### config.mk
export PLATFORM = sky130hd
export DESIGN_NAME = xlat_walker
export DESIGN_NICKNAME = d
export VERILOG_FILES = /design/src/rtl/xlat_pkg.sv /design/src/rtl/xlat_addr_gen.sv /design/src/rtl/xlat_desc_decode.sv /design/src/rtl/xlat_access_check.sv /design/src/rtl/xlat_walker.sv
export SDC_FILE = /design/constraint.sdc
export NUM_CORES = 1
export LEC_CHECK = 0
export ABC_AREA = 0
export BUFFER_PORTS_ARGS = -buffer_cell sky130_fd_sc_hd__buf_2
export CAP_MARGIN = 20
export CORE_MARGIN = 5
export CORE_UTILIZATION = 45
export DETAILED_ROUTE_END_ITERATION = 6
export HOLD_SLACK_MARGIN = 0.03
export PLACE_DENSITY = 0.69
export SYNTH_ARGS = -nofsm -noshare
export SYNTH_HDL_FRONTEND = slang
export SYNTH_SLANG_ARGS = --single-unit
export TNS_END_PERCENT = 20
### constraint.sdc
create_clock -name clk -period 3.5 [get_ports clk]
set_clock_uncertainty 0.05 [all_clocks]
set_input_delay 0.175 -clock clk [delete_from_list [all_inputs] [get_ports clk]]
set_output_delay 0.175 -clock clk [all_outputs]
set_load 0.005 [all_outputs]
### src/rtl/xlat_pkg.sv
package xlat_pkg;

  typedef enum logic [2:0] {
    FLT_NONE    = 3'd0,
    FLT_L1_XLAT = 3'd1,
    FLT_L2_XLAT = 3'd2,
    FLT_DOMAIN  = 3'd3,
    FLT_PERM    = 3'd4
  } fault_e;

  typedef enum logic [2:0] {
    ST_IDLE,
    ST_L1_FETCH,
    ST_L1_DECODE,
    ST_L2_FETCH,
    ST_L2_DECODE,
    ST_DONE
  } walk_st_e;

  localparam logic [1:0] L1K_TABLE   = 2'b01;
  localparam logic [1:0] L1K_SECTION = 2'b10;
  localparam logic [1:0] L2K_SMALL   = 2'b10;

  localparam logic [1:0] AP_NONE     = 2'd0;
  localparam logic [1:0] AP_SUPER    = 2'd1;
  localparam logic [1:0] AP_USER_RD  = 2'd2;
  localparam logic [1:0] AP_ALL      = 2'd3;

endpackage

### src/rtl/xlat_addr_gen.sv
module xlat_addr_gen #(
  parameter int ADDR_W     = 32,
  parameter int L1_IDX_W   = 12,
  parameter int L2_IDX_W   = 8,
  parameter int PAGE_OFF_W = 12
) (
  input  logic [ADDR_W-1:0] ttb,
  input  logic [ADDR_W-1:0] va,
  input  logic [ADDR_W-1:0] l1_desc,
  input  logic [ADDR_W-1:0] l2_desc,
  output logic [ADDR_W-1:0] l1_addr,
  output logic [ADDR_W-1:0] l2_addr,
  output logic [ADDR_W-1:0] sect_pa,
  output logic [ADDR_W-1:0] page_pa
);
  localparam int SECT_OFF_W = L2_IDX_W + PAGE_OFF_W;
  localparam int TTB_LO     = L1_IDX_W + 2;
  localparam int L2_BASE_LO = L2_IDX_W + 2;

  // table walk address formation: base bits, index bits, word alignment
  assign l1_addr = {ttb[ADDR_W-1:TTB_LO], va[ADDR_W-1:SECT_OFF_W], 2'b00};
  assign l2_addr = {l1_desc[ADDR_W-1:L2_BASE_LO],
                    va[SECT_OFF_W-1:PAGE_OFF_W], 2'b00};
  assign sect_pa = {l1_desc[ADDR_W-1:SECT_OFF_W], va[SECT_OFF_W-1:0]};
  assign page_pa = {l2_desc[ADDR_W-1:PAGE_OFF_W], va[PAGE_OFF_W-1:0]};

  logic unused_bits;
  assign unused_bits = ^{ttb[TTB_LO-1:0], l1_desc[L2_BASE_LO-1:0],
                         l2_desc[PAGE_OFF_W-1:0]};
endmodule

### src/rtl/xlat_desc_decode.sv
module xlat_desc_decode #(
  parameter int PAGE_OFF_W = 12,
  parameter int SUB_W      = 2,
  parameter int DOM_W      = 4
) (
  input  logic [PAGE_OFF_W-1:0] l1_lo,
  input  logic [PAGE_OFF_W-1:0] l2_lo,
  input  logic [SUB_W-1:0]      subpage,
  output logic                  l1_table,
  output logic                  l1_section,
  output logic                  l2_small,
  output logic [DOM_W-1:0]      domain,
  output logic [1:0]            sect_ap,
  output logic [1:0]            page_ap
);
  import xlat_pkg::*;

  localparam int NUM_SUB = 1 << SUB_W;
  localparam int AP_BASE = PAGE_OFF_W - 2 * NUM_SUB;
  localparam int DOM_LO  = 5;

  logic [1:0] sub_ap [NUM_SUB];

  generate
    for (genvar g = 0; g < NUM_SUB; g++) begin : g_sub
      assign sub_ap[g] = l2_lo[AP_BASE + 2*g +: 2];
    end
  endgenerate

  assign l1_table   = (l1_lo[1:0] == L1K_TABLE);
  assign l1_section = (l1_lo[1:0] == L1K_SECTION);
  assign l2_small   = (l2_lo[1:0] == L2K_SMALL);
  assign domain     = l1_lo[DOM_LO +: DOM_W];
  assign sect_ap    = l1_lo[PAGE_OFF_W-1 -: 2];
  assign page_ap    = sub_ap[subpage];

  logic unused_lo;
  assign unused_lo = ^{l1_lo[9], l1_lo[4:2], l2_lo[3:2]};
endmodule

### src/rtl/xlat_access_check.sv
module xlat_access_check #(
  parameter int DOM_W = 4
) (
  input  logic [2*(1<<DOM_W)-1:0] dac,
  input  logic [DOM_W-1:0]        domain,
  input  logic [1:0]              ap,
  input  logic                    is_user,
  input  logic                    is_write,
  output logic                    dom_fault,
  output logic                    perm_fault
);
  import xlat_pkg::*;

  localparam int NUM_DOM = 1 << DOM_W;

  logic [1:0] dmode [NUM_DOM];
  logic [1:0] mode;
  logic       manager;
  logic       ap_ok;

  generate
    for (genvar d = 0; d < NUM_DOM; d++) begin : g_dom
      assign dmode[d] = dac[2*d +: 2];
    end
  endgenerate

  assign mode      = dmode[domain];
  assign dom_fault = ~mode[0];          // 00 and 10 both refuse
  assign manager   = (mode == 2'b11);

  always_comb begin
    case (ap)
      AP_NONE:    ap_ok = 1'b0;
      AP_SUPER:   ap_ok = ~is_user;
      AP_USER_RD: ap_ok = ~is_user | ~is_write;
      default:    ap_ok = 1'b1;
    endcase
  end

  assign perm_fault = ~manager & ~ap_ok;
endmodule

### src/rtl/xlat_walker.sv
module xlat_walker #(
  parameter int ADDR_W     = 32,
  parameter int L1_IDX_W   = 12,
  parameter int L2_IDX_W   = 8,
  parameter int PAGE_OFF_W = 12,
  parameter int SUB_W      = 2,
  parameter int DOM_W      = 4
) (
  input  logic              clk,
  input  logic              rst,
  input  logic              req_valid,
  output logic              req_ready,
  input  logic [ADDR_W-1:0] req_vaddr,
  input  logic              req_write,
  input  logic              req_user,
  input  logic [ADDR_W-1:0] cfg_ttb,
  input  logic [2*(1<<DOM_W)-1:0] cfg_dac,
  output logic              mem_req,
  output logic [ADDR_W-1:0] mem_addr,
  input  logic              mem_rvalid,
  input  logic [ADDR_W-1:0] mem_rdata,
  output logic              done,
  output logic              done_fault,
  output logic [2:0]        done_code,
  output logic [ADDR_W-1:0] done_pa,
  output logic              done_cacheable,
  output logic              done_bufferable,
  output logic [ADDR_W-1:0] done_fault_va
);
  import xlat_pkg::*;

  localparam int SUB_LO = PAGE_OFF_W - SUB_W;

  walk_st_e          state;
  logic [ADDR_W-1:0] va_q;
  logic              wr_q;
  logic              us_q;
  logic [ADDR_W-1:0] l1_q;
  logic [ADDR_W-1:0] l2_q;

  logic [ADDR_W-1:0] va_cur;
  logic [ADDR_W-1:0] l1_addr, l2_addr, sect_pa, page_pa;
  logic              l1_table, l1_section, l2_small;
  logic [DOM_W-1:0]  domain;
  logic [1:0]        sect_ap, page_ap, ap_sel;
  logic              dom_fault, perm_fault;

  logic              fin;
  logic              go_l2;
  fault_e            fin_code;
  logic [ADDR_W-1:0] fin_pa;
  logic              fin_c, fin_b;

  assign va_cur    = (state == ST_IDLE) ? req_vaddr : va_q;
  assign req_ready = (state == ST_IDLE);
  assign ap_sel    = (state == ST_L2_DECODE) ? page_ap : sect_ap;

  xlat_addr_gen #(
    .ADDR_W(ADDR_W), .L1_IDX_W(L1_IDX_W),
    .L2_IDX_W(L2_IDX_W), .PAGE_OFF_W(PAGE_OFF_W)
  ) u_addr (
    .ttb(cfg_ttb), .va(va_cur), .l1_desc(l1_q), .l2_desc(l2_q),
    .l1_addr(l1_addr), .l2_addr(l2_addr),
    .sect_pa(sect_pa), .page_pa(page_pa)
  );

  xlat_desc_decode #(
    .PAGE_OFF_W(PAGE_OFF_W), .SUB_W(SUB_W), .DOM_W(DOM_W)
  ) u_dec (
    .l1_lo(l1_q[PAGE_OFF_W-1:0]), .l2_lo(l2_q[PAGE_OFF_W-1:0]),
    .subpage(va_q[SUB_LO +: SUB_W]),
    .l1_table(l1_table), .l1_section(l1_section), .l2_small(l2_small),
    .domain(domain), .sect_ap(sect_ap), .page_ap(page_ap)
  );

  xlat_access_check #(.DOM_W(DOM_W)) u_chk (
    .dac(cfg_dac), .domain(domain), .ap(ap_sel),
    .is_user(us_q), .is_write(wr_q),
    .dom_fault(dom_fault), .perm_fault(perm_fault)
  );

  // outcome of the decode states, in priority order
  always_comb begin
    fin      = 1'b0;
    go_l2    = 1'b0;
    fin_code = FLT_NONE;
    fin_pa   = '0;
    fin_c    = 1'b0;
    fin_b    = 1'b0;
    case (state)
      ST_L1_DECODE: begin
        if (!l1_table && !l1_section) begin
          fin      = 1'b1;
          fin_code = FLT_L1_XLAT;
        end else if (dom_fault) begin
          fin      = 1'b1;
          fin_code = FLT_DOMAIN;
        end else if (l1_section) begin
          fin = 1'b1;
          if (perm_fault) begin
            fin_code = FLT_PERM;
          end else begin
            fin_pa = sect_pa;
            fin_c  = l1_q[3];
            fin_b  = l1_q[2];
          end
        end else begin
          go_l2 = 1'b1;
        end
      end
      ST_L2_DECODE: begin
        fin = 1'b1;
        if (!l2_small) begin
          fin_code = FLT_L2_XLAT;
        end else if (perm_fault) begin
          fin_code = FLT_PERM;
        end else begin
          fin_pa = page_pa;
          fin_c  = l2_q[3];
          fin_b  = l2_q[2];
        end
      end
      default: ;
    endcase
  end

  always_ff @(posedge clk) begin
    if (rst) begin
      state           <= ST_IDLE;
      va_q            <= '0;
      wr_q            <= 1'b0;
      us_q            <= 1'b0;
      l1_q            <= '0;
      l2_q            <= '0;
      mem_req         <= 1'b0;
      mem_addr        <= '0;
      done            <= 1'b0;
      done_fault      <= 1'b0;
      done_code       <= 3'd0;
      done_pa         <= '0;
      done_cacheable  <= 1'b0;
      done_bufferable <= 1'b0;
      done_fault_va   <= '0;
    end else begin
      mem_req <= 1'b0;
      done    <= 1'b0;
      case (state)
        ST_IDLE: begin
          if (req_valid) begin
            va_q     <= req_vaddr;
            wr_q     <= req_write;
            us_q     <= req_user;
            mem_req  <= 1'b1;
            mem_addr <= l1_addr;
            state    <= ST_L1_FETCH;
          end
        end
        ST_L1_FETCH: begin
          if (mem_rvalid) begin
            l1_q  <= mem_rdata;
            state <= ST_L1_DECODE;
          end
        end
        ST_L2_FETCH: begin
          if (mem_rvalid) begin
            l2_q  <= mem_rdata;
            state <= ST_L2_DECODE;
          end
        end
        ST_DONE: state <= ST_IDLE;
        default: begin
          if (go_l2) begin
            mem_req  <= 1'b1;
            mem_addr <= l2_addr;
            state    <= ST_L2_FETCH;
          end else if (fin) begin
            state           <= ST_DONE;
            done            <= 1'b1;
            done_fault      <= (fin_code != FLT_NONE);
            done_code       <= fin_code;
            done_pa         <= fin_pa;
            done_cacheable  <= fin_c;
            done_bufferable <= fin_b;
            done_fault_va   <= (fin_code != FLT_NONE) ? va_q : '0;
          end
        end
      endcase
    end
  end

  // ---------------- assertions ----------------
  assert_mem_strobe_R10: assert property (@(posedge clk) disable iff (rst)
    mem_req |=> !mem_req);

  assert_busy_after_accept_R10: assert property (@(posedge clk) disable iff (rst)
    (req_valid && req_ready) |=> !req_ready);

  assert_resp_while_waiting_R10: assert property (@(posedge clk) disable iff (rst)
    mem_rvalid |-> (state == ST_L1_FETCH || state == ST_L2_FETCH));

  assert_word_aligned_R2: assert property (@(posedge clk) disable iff (rst)
    mem_req |-> (mem_addr[1:0] == 2'b00));

  assert_done_pulse_R9: assert property (@(posedge clk) disable iff (rst)
    done |=> !done);

  assert_fault_clears_result_R9: assert property (@(posedge clk) disable iff (rst)
    (done && done_fault) |-> (done_pa == '0 && done_code != 3'd0 &&
                              !done_cacheable && !done_bufferable));

  assert_ok_has_no_code_R9: assert property (@(posedge clk) disable iff (rst)
    (done && !done_fault) |-> (done_code == 3'd0 && done_fault_va == '0));

  assert_no_strobe_when_done_R10: assert property (@(posedge clk) disable iff (rst)
    done |-> !mem_req);

endmodule

Word-level counts from Yosys, hierarchy flattened. Cells that the tools add are included. Widths: inputs -> output; s select.

Bits in registers: 205. Output and inout port bits: 105. Input bits: 134.

$lt $le $gt $ge: 2. Equal/unequal tests: 14. Bitwise logic cells: 11. Muxes and demuxes: 58. Reduce and logical (&&, ||, !) cells: 17.

Operators with widths (number): $mux 32 (10); $pmux 32 s2 (2); $mux 3 (10); $mux 1 (22); $pmux 3 s4 (1); $mux 2 (5); $bmux 2 s4 (1); $eq 2x2->1 const B (4); $pmux 1 s2 (4); $not 1->1 (7); $eq 3x2->1 const B (2); $eq 3x3->1 const B (2); $ne 2x2->1 const B (3); $pmux 3 s2 (1); $reduce_and 2->1 (3); $reduce_and 3->1 (2); $reduce_bool 6->1 (1); $reduce_or 6->1 (1); $ge 5x5->1 const B (1); $not 4->5 (1); $bmux 2 s2 (1); $eq 2x1->1 const B (2); $reduce_and 4->1 (1); $reduce_or 4->1 (1); other kinds (13) (14).

Logic depth before layout (Yosys ltp). Gate-level depths: netlist (run 1).

Depth after elaboration: 16. Depth in mapped cells: 9.

Modules after synthesis. A second synthesis (run 1) with hierarchy kept.

Cells, all modules: 1027. Area total of the unflattened synthesis: 9579.2 sq um.

By module, submodules not included: xlat_walker (area an instance 8189.1 sq um, seq. area each 4103.9 sq um, instances 1, cells each 862); xlat_addr_gen (area an instance 964.7 sq um, seq. area each 0.0 sq um, instances 1, cells each 129); xlat_access_check (area an instance 309.0 sq um, seq. area each 0.0 sq um, instances 1, cells each 25); xlat_desc_decode (area an instance 116.4 sq um, seq. area each 0.0 sq um, instances 1, cells each 11).

Worst setup path before layout (run 1). No wires, ideal clock.

Kind: reg-to-reg. Start point: reg l1_q[8]. End point: reg done_fault_va[10]. Period minus slack after synthesis: 2.491 ns. Setup time: 0.117 ns. Stages on the path, launching flop included: 9. Setup slack: 1.009 ns. Arrival: 2.324 ns. Cell sequence: dfxtp_1 buf_6 mux4_2 mux4_2 a21o_1 and3_1 clkbuf_1 buf_2 a22o_1.

Longest elaborated chain between the ends: 14.

Ends and longest elaborated chain: start: declaration (RTL line xlat_walker.sv:38) `logic [ADDR_W-1:0] l1_q;`; start signal: assignment (RTL line xlat_walker.sv:160) `l1_q <= mem_rdata;`; $not 4->5 (implied by the code) (*) (RTL line xlat_access_check.sv:27) `assign mode = dmode[domain];`; $bmux 2 s4 (*) (RTL line xlat_access_check.sv:27); $mux 2 (implied by the code) (*) (2 in a row) (RTL line xlat_access_check.sv:27); $eq 2x2->1 (RTL line xlat_access_check.sv:29) `assign manager = (mode == 2'b11);`; $not 1->1 (RTL line xlat_access_check.sv:40) `assign perm_fault = ~manager & ~ap_ok;`; $and 1x1->1 (RTL line xlat_access_check.sv:40); $mux 3 (RTL line xlat_walker.sv:100, xlat_walker.sv:115); $mux 3 (RTL line xlat_walker.sv:98) `end else if (l1_section) begin`; $mux 3 (RTL line xlat_walker.sv:95) `end else if (dom_fault) begin`; $mux 3 (RTL line xlat_walker.sv:92) `if (!l1_table && !l1_section) begin`; $pmux 3 s2 (RTL line xlat_walker.sv:90) `case (state)`; $reduce_bool 3->1 (RTL line xlat_walker.sv:184) `done_fault_va <= (fin_code != FLT_NONE) ? va_q : '0;`; $mux 32 (RTL line xlat_walker.sv:184); end signal: assignment (RTL line xlat_walker.sv:184); end: declaration (RTL line xlat_walker.sv:28) `output logic [ADDR_W-1:0] done_fault_va`.

Mark *: on every way between the ends. The rest lies on a longest branch, timed or not. The select of a mux whose other input is x is not followed. A chain may end at the register's enable or synchronous reset.

Worst setup path in the final report (run 1).
Start point: reg state[1]. End point: reg done_fault_va[26].

Longest elaborated chain between the ends: 13.

Ends and longest elaborated chain: start: declaration (RTL line xlat_walker.sv:34) `walk_st_e state;`; start signal: assignment (RTL line xlat_walker.sv:129) `state <= ST_IDLE;`; start signal: assignment (RTL line xlat_walker.sv:155) `state <= ST_L1_FETCH;`; start signal: assignment (RTL line xlat_walker.sv:161) `state <= ST_L1_DECODE;`; $eq 3x3->1 (RTL line xlat_walker.sv:56, xlat_walker.sv:90); $mux 2 (RTL line xlat_walker.sv:56) `assign ap_sel = (state == ST_L2_DECODE) ? page_ap : sect_ap;`; $eq 2x2->1, or another cell as far along (RTL line xlat_access_check.sv:32) `case (ap)`; $pmux 1 s3 (RTL line xlat_access_check.sv:32); $not 1->1 (RTL line xlat_access_check.sv:40); $and 1x1->1 (RTL line xlat_access_check.sv:40); $mux 3 (RTL line xlat_walker.sv:100, xlat_walker.sv:115); $mux 3 (RTL line xlat_walker.sv:98); $mux 3 (RTL line xlat_walker.sv:95); $mux 3 (RTL line xlat_walker.sv:92); $pmux 3 s2 (RTL line xlat_walker.sv:90); $reduce_bool 3->1 (RTL line xlat_walker.sv:184); $mux 32 (RTL line xlat_walker.sv:184).

Parallel ways exist; a longest one is shown, timed or not.

==> results of run 1 <==
layer usage:
layer,up-vias,global-route usage,routed length (um)
met2,262,0.376,10900
met5,-,0,0
met4,0,0.0695,702
met3,52,0.0459,1590
li1,3659,-,-
met1,3439,0.288,10300
cell usage after synthesis (10+ instances only):
| cell | number | share of area |
|---|---|---|
| nor2b_1 | 10 | 0.0079 |
| dfxtp_1 | 201 | 0.51 |
| a22o_1 | 34 | 0.038 |
| clkbuf_1 | 57 | 0.027 |
| nor2_1 | 46 | 0.022 |
| o21ai_0 | 24 | 0.015 |
| nand2_1 | 235 | 0.11 |
| a22oi_1 | 14 | 0.013 |
| mux2i_1 | 38 | 0.048 |
| a21oi_1 | 123 | 0.078 |
| a211oi_1 | 32 | 0.030 |
metrics by stage:
step / setup slack, ps / total power (uW) / util
global placement: 537 / 3120 / 0.530
floorplan: 1010 / 2880 / -
detailed placement: 454 / 3130 / 0.530
global route: 328 / 5650 / 0.622
finish: 613 / 5430 / 0.622
CTS: 442 / 5470 / 0.620
worst max-delay path, cell delays in order (launching register included):
cell and delay, ps:
dfxtp_1 650, or3b_1 390, nor3_1 120, a2111oi_0 500, a211oi_2 150, o41ai_4 340, buf_4 410, a22o_1 190
how the worst min path moves through the flow:
stage / end / from / slack, ps / cells after the start
detailed placement: wr_q / req_write / 380 / 3
global route: state[0] / rst / 170 / 2
floorplan: l2_q[10] / mem_rdata[10] / 260 / 2
finish: state[0] / rst / 140 / 2
global placement: l2_q[25] / mem_rdata[25] / 380 / 3
CTS: state[0] / req_valid / 130 / 5
layout make-up:
class,instances,area share
multi-input cells,620,0.334
clock buffers,29,0.0563
flip-flops and latches,201,0.374
well taps,225,0.0262
inverters,3,0.00105
repair buffers,323,0.199
clock inverters,9,0.00943
power by group:
part,internal (uW),total (uW),switching [uW]
Sequential,2390,2460,72.6
Clock,1360,2270,907
Combinational,325,702,377
Total,4070,5430,1360
cells by family after synthesis:
| group | after synthesis |
|---|---|
| simple gates | 313 |
| buf+inv | 80 |
| fa+ha+maj | 1 |
| other cells | 1 |
| mux | 50 |
| flops | 201 |
| compound gates | 254 |
registers in the layout, summed over array words and instances (netlist names), 3 cells and up:
signal         flops
mem_addr          30
state              3
va_q              32
done_fault_va     32
done_pa           32
done_code          3
l1_q              30
l2_q              32
layout by cell type, fill, tap and decap left out, types with 13 or more instances in the layout:
| master | netlist | routed |
|---|---|---|
| a22o_1 | 34 | 34 |
| buf_4 | 3 | 13 |
| clkbuf_16 | 0 | 21 |
| a21oi_1 | 123 | 123 |
| nor2_1 | 46 | 45 |
| dlygate4sd3_1 | 0 | 85 |
| o21ai_0 | 24 | 24 |
| dfxtp_1 | 201 | 201 |
| mux2i_1 | 38 | 38 |
| a211oi_1 | 32 | 32 |
| a22oi_1 | 14 | 14 |
| nand2_1 | 235 | 235 |
| buf_2 | 9 | 221 |
what timing repair did:
action	4_1_cts	5_1_grt
resized for setup	0	0
hold endpoints to repair	138	0
hold buffers	85	0
setup endpoints to repair	0	0
==> flow_summary.ini, run 1 <==
[worst_setup_path]
critPathArrivalTime_ps = 3280
regToRegSetupSlack_ps = 610
r2r_end = done_fault_va[26]
crit_start = state[1]
critPathCapture = done_fault_va[26]
path_max_fanout = 33
endpoint_kind = flip-flop
reg2reg_from = state[1]
criticalPathCategory = flip-flop to flip-flop
cp-start-kind = flip-flop
rr_worst_depth = 7
critPathRequiredTime_ps = 3890

[yosys]
synthMuxAreaShare = 0.0777
ys_ff_latch = 201
yosysWarningCount = 0
synth_top_family_by_area = compound AO/OA/AOI/OAI gates
synth_cell_types = 47
synthXorXnorAreaFrac = 0
syn-instance-count = 900
ys_seq_area_frac = 0.507
synth-simple-area-share = 0.160
synthAdderAreaFrac = 0.00158
synth_top_flop_cell = dfxtp_1
syn_area_sq_um = 7940
syn_avg_cell_area_sq_um = 8.82
synth_edf_count = 0
async_reset_ff_frac = 0
synth_compound_area_frac = 0.208

[timing]
whs_ps = 142
hold_viol = 0
fmax_mhz = 346
rsz0062_at_grt = no
tightest_slew_ps = 787
slew_viol_final = 0
setup_viol = 0
finalSetupTns_ps = 0
min_period_over_period = 0.825
period_needed_ps = 2890
slew_headroom = 0.475

[floorplanning]
start_util = 0.459
die_w_um = 143
io-pin-count = 239
die_h_um = 143
row_count = 48
core_area_sq_um = 17300
die_area_sq_um = 20400

[final_layout]
regArea_sq_um = 4020
area_growth_pct = 35.4
fillers = 1523
final_cells = 1410
nets = 1305
drive_gt1_frac = 0.257
multi_input_area_sq_um = 3590
diodes = 0
stdcell_area_sq_um = 10800

[global_route]
grt_antenna_before_repair = 0
grt_pass1_wl_um = 37100
grt_use_total = 0.223
grt_max_degree = 72
grt_remaining_overflow = 0
grt_pass1_vias = 7235

[routing]
firstDrtPassIters = 5
avgRoutedWirePerCell_um = 16.7
drt_iter0_markers = 377
totalWireLength_um = 23500
via_count = 7412
ant_nets = 0
drcViolationCount = 0
viasPerCell = 5.26

[placed_design]
place_inst = 1286
hpwlAfterDp_um = 15200
gp_congestion = 0.765
placed_cell_area_sq_um = 9170
io_buffers = 222

[run_status]
status = finished clean

[cts]
h-tree-depth = 1
clk_pin_slew_ps = 60
cts.path.max_buffers = 3
numClockSinks = 201
cts_buffers = 21
cts_tree = done
clock-root-buffer = clkbuf_16
worstSkewPairLatency_ps = 490
cts_setup_buffers = 0

[power_and_ir_drop]
irDropWorstVdd_uv = 368
power.leakage_uw = 0.00456
p_per_area_nw_per_um2 = 505

[flow_run]
max_cap_viol_count = 0

[min_path]
hold_path.class = input pin to flip-flop
(Power assumes the default switching activity.)
==> inputs of run 2 (changes only) <==
PLACE_DENSITY = 0.72   (was 0.69)
clock period = 2.6 ns   (was 3.5 ns; I/O delays follow)
==> run 2 against run 1 <==
The flow now finishes with violations (negative setup slack); combinational power grew 48%; first-iteration DRC count shrank 13%; worst setup slack lost 620 ps; highest routed layer unchanged; largest power group unchanged.
==> flow_summary.ini, run 2 (synthesis results as in run 1) <==
[run_status]
status = finished with violations
violations = negative setup slack

[cts]
worstSkewPairLatency_ps = 500
cts.path.max_buffers = 3
numClockSinks = 201
clk_pin_slew_ps = 60
h-tree-depth = 1
cts_buffers = 22
cts_tree = done
clock-root-buffer = clkbuf_16

[timing]
slew_viol_final = 0
finalSetupTns_ps = -6.24
min_period_over_period = 1.00
setup_viol = 3
whs_ps = 151
fmax_mhz = 384
tightest_slew_ps = 728
setup_ws_ps = -2.78
slew_headroom = 0.515
hold_viol = 0
period_needed_ps = 2600

[global_route]
grt_pass1_vias = 7450
grt_max_degree = 67
grt_pass1_wl_um = 38100
grt_use_total = 0.230
grt_remaining_overflow = 0
grt_antenna_before_repair = 0

[worst_setup_path]
critPathRequiredTime_ps = 2980
regToRegSetupSlack_ps = -3
path_max_fanout = 13
criticalPathCategory = flip-flop to flip-flop
reg2reg_from = va_q[11]
critPathArrivalTime_ps = 2990
cp-start-kind = flip-flop
crit_start = va_q[11]
endpoint_kind = flip-flop

[placed_design]
placed_cell_area_sq_um = 9400
place_ws_ps = -79.7
io_buffers = 222
gp_congestion = 0.803
hpwlAfterDp_um = 16000

[power_and_ir_drop]
power.leakage_uw = 0.00476
irDropWorstVdd_uv = 498
p_per_area_nw_per_um2 = 682

[final_layout]
drive_gt1_frac = 0.275
finish.utilization = 0.646
layout_commonest_cell = nand2_1
stdcell_area_sq_um = 11200
nets = 1332
area_growth_pct = 40.7
final_cell_mix = nand2_1, buf_2, dfxtp_1

[floorplanning]
io-pin-count = 239
start_util = 0.459
die_w_um = 143
die_area_sq_um = 20400
die_h_um = 143
row_count = 48
core_area_sq_um = 17300

[min_path]
hold_path.class = input pin to flip-flop
hold_path_startpoint = req_valid

[routing]
totalWireLength_um = 24600
viasPerCell = 5.25
firstDrtPassIters = 5
via_count = 7555
drcViolationCount = 0
ant_nets = 0
avgRoutedWirePerCell_um = 17.1
drt_iter0_markers = 329

[flow_run]
max_cap_viol_count = 0
-- run 2: cell type report --
type	count	area [sq um]
flip-flops and latches	201	4030
multi-input cells	620	3640
clock inverters	5	103
diodes	1	2.50
clock buffers	34	667
fillers	1419	6130
well taps	225	282
inverters	3	11.3
repair buffers	349	2440
-- run 2: worst paths after layout --
path / to / cells after the start
worst max register to register: done_fault_va[26] / 9
worst min-delay path: state[0] / 5
worst max-delay path: done_fault_va[26] / 9
worst min register to register: l2_q[6] / 2
-- run 2: stage by stage --
step | cells | total power [uW]
finish | 1438 | 7620
global route | 1437 | 7920
CTS | 1432 | 7660
detailed placement | 1305 | 4280
global placement | 1305 | 4260
floorplan | 901 | 3880
-- run 2: timing repair --
item	4_1_cts	5_1_grt
hold buffers	88	0
cloned	0	2
buffers inserted	0	3
pin swaps	0	3
endpoints found under the hold margin	143	0
gates resized for setup	1	14
setup endpoints to repair	59	60
-- run 2: worst max-delay path: stages, from the launching register on --
cell	delay (ps)
dfxtp_1	390
buf_4	190
mux2i_1	300
nor3_1	100
a2111oi_0	550
a211oi_2	120
o41ai_4	370
buf_4	200
buf_12	140
a22o_1	120
-- run 2: where the power goes --
part	leakage [uW]	total [uW]	internal (uW)	switching, uW
registers	0.00163	3300	3220	84.3
logic	0.00275	1040	489	554
clock network	0.000373	3280	2060	1220
total	0.00476	7620	5760	1860
-- run 2: layer usage --
metal | vias to the layer above | GRT usage | routed length (um)
met1 | 3512 | 0.300 | 10300
met3 | 55 | 0.0402 | 1690
met4 | 0 | 0.0795 | 731
met5 | - | 0 | 0
met2 | 276 | 0.384 | 11800
li1 | 3712 | - | -
